File: config.mk
export PLATFORM = sky130hd
export DESIGN_NAME = serial_frame_rx
export DESIGN_NICKNAME = d
export VERILOG_FILES = /design/src/rtl/srx_pkg.sv /design/src/rtl/srx_sync_edge.sv /design/src/rtl/srx_shifter.sv /design/src/rtl/srx_status.sv /design/src/rtl/serial_frame_rx.sv
export SDC_FILE = /design/constraint.sdc
export NUM_CORES = 1
export LEC_CHECK = 0
export ABC_AREA = 1
export BUFFER_PORTS_ARGS = -buffer_cell sky130_fd_sc_hd__buf_2
export CAP_MARGIN = 20
export CORE_MARGIN = 5
export CORE_UTILIZATION = 45
export CTS_BUF_LIST = sky130_fd_sc_hd__clkbuf_8
export DETAILED_ROUTE_END_ITERATION = 10
export PLACE_DENSITY_LB_ADDON = 0.2
export SKIP_CTS_REPAIR_TIMING = 1
export SYNTH_ARGS = -nofsm -noshare
export SYNTH_HDL_FRONTEND = slang
export SYNTH_HIERARCHICAL = 1
export SYNTH_SLANG_ARGS = --single-unit
File: constraint.sdc
create_clock -name clk_i -period 1.91 [get_ports clk_i]
set_input_delay 0.382 -clock clk_i [delete_from_list [all_inputs] [get_ports clk_i]]
set_output_delay 0.382 -clock clk_i [all_outputs]
set_load 0.02 [all_outputs]
File: src/rtl/srx_pkg.sv
package srx_pkg;
  typedef enum logic {
    RX_IDLE  = 1'b0,
    RX_ARMED = 1'b1
  } rx_mode_e;
endpackage

File: src/rtl/srx_sync_edge.sv
module srx_sync_edge #(
  parameter int STAGES = 2
) (
  input  logic clk_i,
  input  logic rst_ni,
  input  logic sclk_i,
  input  logic sdi_i,
  output logic rise_o,
  output logic sdi_o
);
  logic [STAGES-1:0] sclk_q;
  logic [STAGES-1:0] sdi_q;
  logic              sclk_prev_q;

  always_ff @(posedge clk_i or negedge rst_ni) begin
    if (!rst_ni) begin
      sclk_q      <= '0;
      sdi_q       <= '0;
      sclk_prev_q <= 1'b0;
    end else begin
      sclk_q      <= {sclk_q[STAGES-2:0], sclk_i};
      sdi_q       <= {sdi_q[STAGES-2:0], sdi_i};
      sclk_prev_q <= sclk_q[STAGES-1];
    end
  end

  assign rise_o = sclk_q[STAGES-1] & ~sclk_prev_q;
  assign sdi_o  = sdi_q[STAGES-1];
endmodule

File: src/rtl/srx_shifter.sv
module srx_shifter #(
  parameter int DATA_W = 8
) (
  input  logic              clk_i,
  input  logic              rst_ni,
  input  logic              clear_i,
  input  logic              shift_i,
  input  logic              bit_i,
  output logic [DATA_W-1:0] frame_o,
  output logic              done_o
);
  localparam int CNT_W = (DATA_W > 1) ? $clog2(DATA_W) : 1;
  localparam logic [CNT_W-1:0] LAST = CNT_W'(DATA_W - 1);

  logic [DATA_W-1:0] sh_q;
  logic [CNT_W-1:0]  cnt_q;

  always_ff @(posedge clk_i or negedge rst_ni) begin
    if (!rst_ni) begin
      sh_q  <= '0;
      cnt_q <= '0;
    end else if (clear_i) begin
      sh_q  <= '0;
      cnt_q <= '0;
    end else if (shift_i) begin
      sh_q  <= frame_o;
      cnt_q <= (cnt_q == LAST) ? '0 : cnt_q + 1'b1;
    end
  end

  // MSB first: the newest bit enters at bit 0
  assign frame_o = {sh_q[DATA_W-2:0], bit_i};
  assign done_o  = shift_i && (cnt_q == LAST);
endmodule

File: src/rtl/srx_status.sv
module srx_status
  import srx_pkg::*;
#(
  parameter int DATA_W = 8
) (
  input  logic              clk_i,
  input  logic              rst_ni,
  input  logic              rx_enable_i,
  input  logic              data_rd_i,
  input  logic              ovr_clr_i,
  input  logic              done_i,
  input  logic [DATA_W-1:0] frame_i,
  output logic              active_o,
  output logic [DATA_W-1:0] rx_data_o,
  output logic              rx_full_o,
  output logic              ovr_o
);
  rx_mode_e          mode_q;
  logic [DATA_W-1:0] data_q;
  logic              full_q;
  logic              ovr_q;
  logic              overrun;
  logic              load;

  assign overrun = done_i && full_q && !data_rd_i;
  assign load    = done_i && !overrun;

  always_ff @(posedge clk_i or negedge rst_ni) begin
    if (!rst_ni) begin
      mode_q <= RX_IDLE;
    end else if (!rx_enable_i) begin
      mode_q <= RX_IDLE;
    end else if (data_rd_i) begin
      mode_q <= RX_ARMED;
    end
  end

  always_ff @(posedge clk_i or negedge rst_ni) begin
    if (!rst_ni) begin
      data_q <= '0;
      full_q <= 1'b0;
      ovr_q  <= 1'b0;
    end else begin
      if (load) begin
        data_q <= frame_i;
        full_q <= 1'b1;
      end else if (data_rd_i) begin
        full_q <= 1'b0;
      end
      if (overrun)        ovr_q <= 1'b1;
      else if (ovr_clr_i) ovr_q <= 1'b0;
    end
  end

  assign active_o  = (mode_q == RX_ARMED) && rx_enable_i && !ovr_q;
  assign rx_data_o = data_q;
  assign rx_full_o = full_q;
  assign ovr_o     = ovr_q;
endmodule

File: src/rtl/serial_frame_rx.sv
module serial_frame_rx #(
  parameter int DATA_W      = 8,
  parameter int SYNC_STAGES = 2
) (
  input  logic              clk_i,
  input  logic              rst_ni,
  input  logic              sclk_i,
  input  logic              sdi_i,
  input  logic              rx_enable_i,
  input  logic              rx_irq_en_i,
  input  logic              err_irq_en_i,
  input  logic              data_rd_i,
  input  logic              ovr_clr_i,
  output logic [DATA_W-1:0] rx_data_o,
  output logic              rx_full_o,
  output logic              ovr_o,
  output logic              rx_irq_o,
  output logic              err_irq_o
);
  logic              sclk_rise;
  logic              sdi_s;
  logic              active;
  logic              frm_done;
  logic [DATA_W-1:0] frame;

  srx_sync_edge #(.STAGES(SYNC_STAGES)) u_sync (
    .clk_i  (clk_i),
    .rst_ni (rst_ni),
    .sclk_i (sclk_i),
    .sdi_i  (sdi_i),
    .rise_o (sclk_rise),
    .sdi_o  (sdi_s)
  );

  // any stop (disable or overrun) returns the shifter to bit 0
  srx_shifter #(.DATA_W(DATA_W)) u_shift (
    .clk_i   (clk_i),
    .rst_ni  (rst_ni),
    .clear_i (!active),
    .shift_i (sclk_rise && active),
    .bit_i   (sdi_s),
    .frame_o (frame),
    .done_o  (frm_done)
  );

  srx_status #(.DATA_W(DATA_W)) u_status (
    .clk_i       (clk_i),
    .rst_ni      (rst_ni),
    .rx_enable_i (rx_enable_i),
    .data_rd_i   (data_rd_i),
    .ovr_clr_i   (ovr_clr_i),
    .done_i      (frm_done),
    .frame_i     (frame),
    .active_o    (active),
    .rx_data_o   (rx_data_o),
    .rx_full_o   (rx_full_o),
    .ovr_o       (ovr_o)
  );

  assign rx_irq_o  = rx_full_o & rx_irq_en_i;
  assign err_irq_o = ovr_o & err_irq_en_i;
endmodule

==> impl_metrics.json <==
{
  "status": "finished clean",
  "synth_seq_cells": 26,
  "nets": 146,
  "fin_area_um2": 1240,
  "crit_chain": "nor3_1 > nand2_1 > inv_1 > nand2_1 > inv_1 > nand3_2 > nand3_1 > nand2_1",
  "overflow": 0,
  "synth_cell_types": 16,
  "ioPinCount": 21,
  "fmax_ghz": 0.684,
  "multiInputGateArea_um2": 333,
  "num_rows": 17,
  "finalMaxSlewViolations": 0,
  "crit_fanout": 9,
  "worstMarginPinSlew_ps": 538,
  "slowest_delay_ps": 420,
  "ff_latch_area_um2": 651,
  "grt_usage": 0.113,
  "finalClockSkew_ps": 2.10,
  "die_h_um": 58.6,
  "route.detailed.drc": 0,
  "yosys_warnings": 6,
  "dp_hpwl_mm": 1.30,
  "diodes": 0,
  "avgViaCountPerCell": 4.66,
  "intPower_mw": 0.752,
  "cts_buffers": 3,
  "dpl_cell_area_um2": 1180,
  "drt_first_iter_violations": 8,
  "worst-endpoint-required_ps": 2070,
  "hp-class": "in2async",
  "start_kind": "flop",
  "cpLargestDelayFamily": "simple AND/OR/NAND/NOR gates",
  "cpMaxStageDelayCell": "dfrtp_1",
  "power_leakage_nw": 0.745,
  "wl_per_cell_um": 10.5,
  "hold_viol": 0,
  "tns_ps": 0,
  "period_needed_ps": 1460,
  "clock_latency_ps": 270,
  "peakVddDrop_uv": 532,
  "grt_first_pass_wirelength_mm": 2.90,
  "syn_to_final_growth_pct": 16.5,
  "slew_headroom": 0.641,
  "ctsLongestPathBuffers": 2,
  "initial_core_util": 0.476,
  "core_area_um2": 2230,
  "die_area_um2": 3430,
  "io_buffers": 20,
  "cp.buffers_inverters": 2,
  "power_density_nw_per_um2": 761,
  "clkTransAtPathRegs_ps": 80,
  "ys_seq_area_frac": 0.612,
  "switching_share": 0.202,
  "grt_start_max_net_pins": 27,
  "dieWidth_um": 58.6,
  "antenna_found_initial": 0,
  "grt_pass1_vias": 680,
  "cts_sinks": 26,
  "root_buffer": "clkbuf_8",
  "syn_inst": 111,
  "cp_common_cell": "nand2_1",
  "drtAntennaViolNets": 0,
  "p_comb_frac": 0.038,
  "p_seq_frac": 0.594,
  "p_clk_frac": 0.368,
  "vias": 755,
  "postRouteWirelength_mm": 1.71,
  "layout_common_cells": "nand2_1 (40), dfrtp_1 (26), buf_2 (20)",
  "syn_area_um2": 1060,
  "drive_above_1_share": 0.231,
  "worstPathArrival_ps": 1620,
  "finalCritPeriodShare": 0.765,
  "mostFrequentLayoutCell": "nand2_1",
  "syn-num-nets": 122,
  "end_kind": "flop",
  "cts_tree": "yes",
  "detail_route.first_pass.iterations": 4,
  "syn_avg_cell_area_um2": 9.57,
  "switchingPower_mw": 0.190,
  "rsz0062_at_grt": "no",
  "cts_max_level": 1,
  "crit_type": "reg2reg",
  "setup_viol": 0,
  "fillers": 209,
  "gp_congestion": 0.696,
  "maxCapViolCount": 0
}
==> cells by family after synthesis <==
group | count (synthesis) | synth area share
simple gates | 63 | 0.260
fa+ha+maj | 2 | 0.0236
flops | 26 | 0.612
buf+inv | 16 | 0.0742
compound gates | 4 | 0.0294
==> worst reg2reg max path, delay by kind of cell, from the launching register on <==
kind	cells	cell delay (ps)
buffers and inverters	2	210
DFF	1	420
and+or+nand+nor	6	720
==> per-layer routing <==
metal / vias to the layer above / share of wire / track usage
met5: - / 0 / 0
met4: 0 / 0.028 / 0.0809
met3: 5 / 0.058 / 0.0263
met2: 16 / 0.44 / 0.166
met1: 343 / 0.47 / 0.147
li1: 391 / - / -
==> Yosys cell counts <==
cell type	instances	area [um2]
nand2_1	40	150
dfrtp_1	26	651
nand3_1	18	90.1
inv_1	12	45.0
buf_6	2	22.5
ha_1	2	25.0
o21ai_0	2	10.0
a21oi_1	1	5.00
buf_4	1	7.51
inv_2	1	3.75
nand3_2	1	10.0
nor2_1	1	3.75
nor2_2	1	6.26
nor2_4	1	11.3
nor3_1	1	5.00
o21ai_4	1	16.3
==> metrics by stage <==
step	utilization	setup slack, ps	instances	power [mW]	hold slack (ps)
floorplan	-	240	111	0.587	86.4
global placement	0.529	427	158	0.607	336
detailed placement	0.529	371	158	0.608	335
CTS	0.554	423	162	0.957	106
global route	0.554	282	162	0.987	138
finish	0.554	448	162	0.942	84.2
==> area by class of cell <==
type,count,area share
clock buffers,4,0.0445
inverters,13,0.0394
multi-input cells,69,0.269
flip-flops and latches,26,0.526
well taps,28,0.0283
repair buffers,22,0.0930
==> sequential cells by signal, summed over array words and instances (netlist names) <==
| signal | flops |
|---|---|
| u_shift/cnt_q | 3 |
| u_shift/sh_q | 7 |
| u_status/mode_q | 1 |
| u_status/ovr_o | 1 |
| u_status/rx_data_o | 8 |
| u_status/rx_full_o | 1 |
| u_sync/sclk_prev_q | 1 |
| u_sync/sclk_q | 2 |
| u_sync/sdi_q | 2 |
==> power by group through the flow <==
stage | Clock (mW) | Sequential, mW | Combinational, mW
floorplan | 0 | 0.570 | 0.0169
global placement | 0 | 0.570 | 0.0371
detailed placement | 0 | 0.570 | 0.0374
CTS | 0.360 | 0.559 | 0.0376
global route | 0.383 | 0.560 | 0.0433
finish | 0.346 | 0.559 | 0.0363
==> final timing paths <==
path | startpoint | cells past startpoint | to | slack, ps
min in group clk_i | sclk_i | 1 | u_sync/sclk_q[0] | 210
worst min register to register | u_sync/sdi_q[0] | 0 | u_sync/sdi_q[1] | 350
worst max register to register | u_status/ovr_o | 8 | u_status/rx_data_o[5] | 450
worst min-delay path | rst_ni | 1 | u_sync/sclk_q[0] | 80
max in group asynchronous | rst_ni | 1 | u_status/rx_data_o[6] | 1470
worst max-delay path | u_status/ovr_o | 8 | u_status/rx_data_o[5] | 450
No activity file was read; power rests on OpenSTA's default activity.
